**src/rtl/dap_pkg.sv**
```systemverilog
package dap_pkg;

    typedef enum logic [1:0] {
        GRP_FULL  = 2'd0,
        GRP_PART  = 2'd1,
        GRP_EMPTY = 2'd2,
        GRP_CARRY = 2'd3
    } grp_state_e;

    typedef enum logic [1:0] {
        STALL_NONE = 2'd0,
        STALL_ROB  = 2'd1,
        STALL_PRF  = 2'd2,
        STALL_SCH  = 2'd3
    } stall_e;

    localparam int NUM_REASONS = 3;

endpackage

```
**src/rtl/dap_slot_tracker.sv**
```systemverilog
module dap_slot_tracker
    import dap_pkg::*;
#(
    parameter int DISP_W = 4,
    parameter int NEED_W = 5
) (
    input  logic              clk,
    input  logic              rst_n,
    input  logic              cyc_begin,
    input  logic              fire,
    input  logic [NEED_W-1:0] uops,
    output logic              slot_ok
);

    localparam int                SLOT_W  = $clog2(DISP_W + 1);
    localparam logic [NEED_W-1:0] WIDTH_N = NEED_W'(DISP_W);
    localparam logic [SLOT_W-1:0] WIDTH_S = SLOT_W'(DISP_W);

    grp_state_e        state_q, state_n;
    logic [SLOT_W-1:0] slots_q, slots_n;
    logic [NEED_W-1:0] carry_q, carry_n;

    logic [SLOT_W-1:0] eff_slots;
    logic [NEED_W-1:0] eff_carry;
    logic [NEED_W-1:0] eff_slots_n;

    // State register
    always_ff @(posedge clk or negedge rst_n) begin
        if (!rst_n) begin
            state_q <= GRP_FULL;
            slots_q <= WIDTH_S;
            carry_q <= '0;
        end else begin
            state_q <= state_n;
            slots_q <= slots_n;
            carry_q <= carry_n;
        end
    end

    // Slots and carry seen by the instruction in this clock
    always_comb begin
        eff_carry = carry_q;
        eff_slots = '0;
        if (cyc_begin) begin
            if (carry_q >= WIDTH_N) begin
                eff_slots = '0;
                eff_carry = carry_q - WIDTH_N;
            end else begin
                eff_slots = SLOT_W'(WIDTH_N - carry_q);
                eff_carry = '0;
            end
        end else begin
            unique case (state_q)
                GRP_FULL:  eff_slots = WIDTH_S;
                GRP_PART:  eff_slots = slots_q;
                GRP_EMPTY: eff_slots = '0;
                GRP_CARRY: eff_slots = '0;
                default:   eff_slots = '0;
            endcase
        end
        eff_slots_n = NEED_W'(eff_slots);
        slot_ok     = (uops <= eff_slots_n) || (eff_slots == WIDTH_S);
    end

    // Consumption and next state
    always_comb begin
        slots_n = eff_slots;
        carry_n = eff_carry;
        if (fire) begin
            if (uops >= eff_slots_n) begin
                slots_n = '0;
                carry_n = eff_carry + (uops - eff_slots_n);
            end else begin
                slots_n = eff_slots - SLOT_W'(uops);
            end
        end
        if (carry_n != '0)          state_n = GRP_CARRY;
        else if (slots_n == WIDTH_S) state_n = GRP_FULL;
        else if (slots_n == '0)      state_n = GRP_EMPTY;
        else                         state_n = GRP_PART;
    end

endmodule

```
**src/rtl/dap_res_check.sv**
```systemverilog
module dap_res_check
    import dap_pkg::*;
#(
    parameter int NEED_W = 5,
    parameter int FREE_W = 7
) (
    input  logic [NEED_W-1:0] uops,
    input  logic [NEED_W-1:0] dsts,
    input  logic [NEED_W-1:0] sched,
    input  logic [FREE_W-1:0] rob_free,
    input  logic [FREE_W-1:0] prf_free,
    input  logic [FREE_W-1:0] sch_free,
    output logic              res_ok,
    output stall_e            fail_code
);

    logic rob_ok, prf_ok, sch_ok;

    always_comb begin
        rob_ok = rob_free >= FREE_W'(uops);
        prf_ok = prf_free >= FREE_W'(dsts);
        sch_ok = sch_free >= FREE_W'(sched);
        res_ok = rob_ok && prf_ok && sch_ok;
        // fixed priority: reorder buffer, register pool, scheduler
        if (!rob_ok)      fail_code = STALL_ROB;
        else if (!prf_ok) fail_code = STALL_PRF;
        else if (!sch_ok) fail_code = STALL_SCH;
        else              fail_code = STALL_NONE;
    end

endmodule

```
**src/rtl/dap_stall_ctr.sv**
```systemverilog
module dap_stall_ctr
    import dap_pkg::*;
#(
    parameter int CNT_W = 32
) (
    input  logic                                clk,
    input  logic                                rst_n,
    input  stall_e                              code,
    output logic [NUM_REASONS-1:0][CNT_W-1:0]   cnt
);

    for (genvar g = 0; g < NUM_REASONS; g++) begin : g_reason
        logic hit;
        assign hit = (code == stall_e'(2'(g + 1)));
        always_ff @(posedge clk or negedge rst_n) begin
            if (!rst_n)
                cnt[g] <= '0;
            else if (hit && (cnt[g] != '1))
                cnt[g] <= cnt[g] + 1'b1;
        end
    end

endmodule

```
**src/rtl/dispatch_admit.sv**
```systemverilog
module dispatch_admit
    import dap_pkg::*;
#(
    parameter int DISP_W = 4,
    parameter int NEED_W = 5,
    parameter int FREE_W = 7,
    parameter int CNT_W  = 32
) (
    input  logic              clk,
    input  logic              rst_n,
    input  logic              cyc_begin,
    input  logic              head_valid,
    input  logic [NEED_W-1:0] head_uops,
    input  logic [NEED_W-1:0] head_dsts,
    input  logic [NEED_W-1:0] head_sched,
    input  logic [FREE_W-1:0] rob_free,
    input  logic [FREE_W-1:0] prf_free,
    input  logic [FREE_W-1:0] sch_free,
    output logic              disp_fire,
    output logic [NEED_W-1:0] alloc_rob,
    output logic [NEED_W-1:0] alloc_prf,
    output logic [NEED_W-1:0] alloc_sch,
    output logic [1:0]        stall_code,
    output logic [CNT_W-1:0]  stall_cnt_rob,
    output logic [CNT_W-1:0]  stall_cnt_prf,
    output logic [CNT_W-1:0]  stall_cnt_sch
);

    logic                              slot_ok;
    logic                              res_ok;
    stall_e                            fail_code;
    stall_e                            code_q;
    logic [NUM_REASONS-1:0][CNT_W-1:0] cnt;

    dap_slot_tracker #(.DISP_W(DISP_W), .NEED_W(NEED_W)) u_slots (
        .clk       (clk),
        .rst_n     (rst_n),
        .cyc_begin (cyc_begin),
        .fire      (disp_fire),
        .uops      (head_uops),
        .slot_ok   (slot_ok)
    );

    dap_res_check #(.NEED_W(NEED_W), .FREE_W(FREE_W)) u_check (
        .uops      (head_uops),
        .dsts      (head_dsts),
        .sched     (head_sched),
        .rob_free  (rob_free),
        .prf_free  (prf_free),
        .sch_free  (sch_free),
        .res_ok    (res_ok),
        .fail_code (fail_code)
    );

    dap_stall_ctr #(.CNT_W(CNT_W)) u_ctr (
        .clk   (clk),
        .rst_n (rst_n),
        .code  (code_q),
        .cnt   (cnt)
    );

    always_comb begin
        disp_fire = head_valid && slot_ok && res_ok;
        code_q    = (head_valid && slot_ok) ? fail_code : STALL_NONE;
        alloc_rob = disp_fire ? head_uops  : '0;
        alloc_prf = disp_fire ? head_dsts  : '0;
        alloc_sch = disp_fire ? head_sched : '0;
    end

    assign stall_code    = code_q;
    assign stall_cnt_rob = cnt[0];
    assign stall_cnt_prf = cnt[1];
    assign stall_cnt_sch = cnt[2];

endmodule

```
**config.mk**
```make
export PLATFORM = sky130hd
export DESIGN_NAME = dispatch_admit
export DESIGN_NICKNAME = d
export VERILOG_FILES = /design/src/rtl/dap_pkg.sv /design/src/rtl/dap_slot_tracker.sv /design/src/rtl/dap_res_check.sv /design/src/rtl/dap_stall_ctr.sv /design/src/rtl/dispatch_admit.sv
export SDC_FILE = /design/constraint.sdc
export NUM_CORES = 1
export LEC_CHECK = 0
export BUFFER_PORTS_ARGS = -buffer_cell sky130_fd_sc_hd__buf_4
export CAP_MARGIN = 20
export CORE_MARGIN = 4
export CORE_UTILIZATION = 29
export DETAILED_ROUTE_END_ITERATION = 10
export PLACE_DENSITY_LB_ADDON = 0.1
export SYNTH_ARGS = -nofsm -noshare
export SYNTH_HDL_FRONTEND = slang
export SYNTH_SLANG_ARGS = --single-unit
```
**constraint.sdc**
```tcl
create_clock -name clk -period 5.65 [get_ports clk]
set_input_delay 1.4125 -clock clk [delete_from_list [all_inputs] [get_ports clk]]
set_output_delay 1.4125 -clock clk [all_outputs]
set_load 0.1 [all_outputs]
```
==> run_results.csv <==
group,metric,value,unit
grt,grt_use_total,15.1,%
sta,whs,0.499,ns
critical_path,regToRegStartpoint,"u_slots.carry_q[3]$_DFF_PN0_",
finish,drive_gt1_share,26.4,%
power_and_ir_drop,ir_drop,0.000256,V
finish,area_delta_synth_final,32.2,%
sta,setup_viol,0,
power_and_ir_drop,p_leak,0.00409,uW
power_and_ir_drop,powerDensity,291,nW/um^2
sta,worst_pin_slew,0.813,ns
detailed_routing,via_per_inst,4.78,
yosys,synth_cell_types,55,
place,gp_congestion,0.810,
clocking,cts_max_level,3,
clocking,root_buffer,"clkbuf_16",
floorplanning,io_pins,154,
floorplanning,rows,52,
yosys,synth_area_per_cell,9.63,um^2
floorplanning,core,20500,um^2
critical_path,crit_start,"cyc_begin",
grt,grt_pass1_vias,5165,
finish,layout_common_cells,"160 x buf_4, 105 x dfrtp_1, 59 x xor2_1",
sta,rsz0062_at_grt,"false",
grt,met2_usage,24.0,%
critical_path,arrival,3.98,ns
yosys,ys_async_sr_fraction,100,%
grt,grt_pass1_wl,28800,um
detailed_routing,wire_per_inst,16.6,um
sta,hold_viol,0,
min_path,worstHoldStart,"u_ctr.cnt[63]$_DFFE_PN0P_",
yosys,yosys_warnings,0,
detailed_routing,drcViolationCount,0,
grt,grtUsageMet1,20.7,%
sta,period_needed,5.39,ns
critical_path,critPathCaptureType,"output pin",
place,numPortBuffers,153,
yosys,synth_cells,637,
clocking,worstSkewPairLatency,0.36,ns
yosys,synth_fp_nets,711,
detailed_routing,drtIter0Drc,208,
sta,slew_headroom,45.8,%
clocking,cts.sinks,106,
sta,fin_setup_tns,0,ns
detailed_routing,totalWireLength,17900,um
finish,fillers,2074,
sta,slew_violations,0,
detailed_routing,vias,5127,
grt,antenna_found_initial,0,
place,detailed_place_hpwl,13700,um
floorplanning,die_x,153,um
finish,final_cells,1073,
critical_path,cp_max_fo,10,
floorplanning,start_util,29.9,%
finish,final_common_cell,"buf_4",
detailed_routing,first_pass_iters,4,
yosys,synth_edf_count,0,
critical_path,worst-setup-path-type,"in -> out",
yosys,synth_area,6140,um^2
flow_run,drv_cap,0,
sta,finalCritPeriodShare,95.4,%
clocking,numCtsBuffers,9,
sta,skew,0.0107,ns
floorplanning,die_h,153,um
yosys,synth_ff_type,"dfrtp_1",
critical_path,critPathLaunchType,"input pin",
clocking,clk_pin_slew,0.08,ns
clocking,tritoncts,"yes",
min_path,hp-class,"reg -> reg",
critical_path,crit_required,4.24,ns
detailed_routing,ant_nets,0,
sta,fmax,186,MHz
grt,grt_max_degree,61,
run_status,status,"finished clean",
grt,gr-total-overflow,0,
place,dp.cells,1055,
finish,final_core_util,39.6,%
finish,antennaDiodeCount,0,
finish,nets,872,
grt,grt_most_used_layer,"met2",
power_and_ir_drop,p_total,2360,uW
clocking,clk_path_buf_depth,2,
yosys,ys_ff_latch,106,
grt,met3_usage,3.82,%
floorplanning,die-area,23600,um^2
yosys,yosysSeqAreaShare,43.3,%
[sequential cells by signal, indices dropped and copies added (netlist names)]
name,count
u_slots.slots_q,3
u_slots.carry_q,5
u_slots.state_q,2
u_ctr.cnt,96
[through the flow]
stage               setup slack, ns  cell area, um^2
CTS                           0.183             8080
finish                        0.259             8110
global route                 0.0112             8110
detailed placement            0.193             7760
global placement              0.254             7760
floorplan                    -0.362             6290
[report_power, final]
| part | leakage, uW | switching (uW) | internal, uW | total (uW) |
|---|---|---|---|---|
| combinational | 0.00254 | 543 | 276 | 819 |
| sequential | 0.00139 | 50.0 | 800 | 850 |
| clock | 0.000154 | 330 | 358 | 687 |
[worst max-delay path, cell delays in order]
cell,delay [ns]
buf_4,0.14
and2b_1,0.21
a31oi_2,0.37
inv_1,0.10
ha_1,0.32
inv_1,0.06
o211ai_1,0.11
a221o_1,0.31
nand4_1,0.22
nand2_1,0.12
a211oi_2,0.32
buf_6,0.28
[cells by family after synthesis]
| group | synth area share (%) |
|---|---|
| DFF | 43.3 |
| muxes | 0.877 |
| buffers and inverters | 4.02 |
| AOI/OAI and AO/OA | 5.55 |
| and+or+nand+nor | 24.6 |
| adders and majority gates | 7.18 |
| xor gates and xnor gates | 14.6 |
[layer usage]
metal / routed length, um / up-vias
met3: 996 / 13
met4: 213 / 0
met5: 0 / -
met2: 8330 / 106
li1: - / 2537
met1: 8310 / 2471
[synth_stat cells (2+ instances only)]
library cell	n	area, um^2
a211oi_1	3	22.5
nor2b_1	2	12.5
buf_2	2	10.0
or3_1	2	12.5
xor2_1	59	517
mux2_2	3	33.8
a21o_1	5	37.5
xnor2_1	43	377
buf_6	3	33.8
inv_1	47	176
nand3_1	36	180
a2111oi_0	3	26.3
o21ai_0	8	40.0
a221oi_1	2	17.5
nand2_1	51	191
nor3b_1	2	15.0
and3_1	13	81.3
nor3_2	4	40.0
and4_1	10	87.6
nor4_1	8	50.1
nor4b_1	3	26.3
o21a_1	2	15.0
and2_1	4	25.0
nand4_1	30	188
o211ai_1	6	45.0
ha_1	32	400
a21oi_1	7	35.0
fa_1	2	40.0
a31oi_1	2	12.5
nor3_1	41	205
nor2_1	58	218
dfrtp_1	105	2630
mux2i_1	2	20.0
nand4b_1	2	17.5
nand2b_1	7	43.8
a32oi_1	2	17.5
clkbuf_1	7	26.3
or2_2	2	12.5
[cell type report]
type	count	area, um^2	area share [%]
clock buffers	9	225	2.78
well taps	270	338	4.17
multi-input cells	472	3390	41.9
clock inverters	7	98.8	1.22
repair buffers	162	1220	15.1
flip-flops and latches	106	2650	32.7
inverters	47	176	2.18
[path summary, 6_finish.rpt]
path / to / depth (start not counted) / slack, ns
worst min-delay path: u_ctr.cnt[63]$_DFFE_PN0P_ / 1 / 0.50
worst max-delay path: stall_code[1] / 12 / 0.26
min in group asynchronous: u_ctr.cnt[55]$_DFFE_PN0P_ / 1 / 1.14
max in group asynchronous: u_ctr.cnt[25]$_DFFE_PN0P_ / 2 / 3.36
worst min register to register: u_ctr.cnt[63]$_DFFE_PN0P_ / 1 / 0.50
worst max register to register: u_ctr.cnt[52]$_DFFE_PN0P_ / 15 / 1.84
[what timing repair did]
action | in CTS | in global routing
setup endpoints to repair | 0 | 6
hold buffers | 0 | 0
resized for setup | 0 | 3
buffers inserted | 0 | 2
No activity file was read; power rests on OpenSTA's default activity.
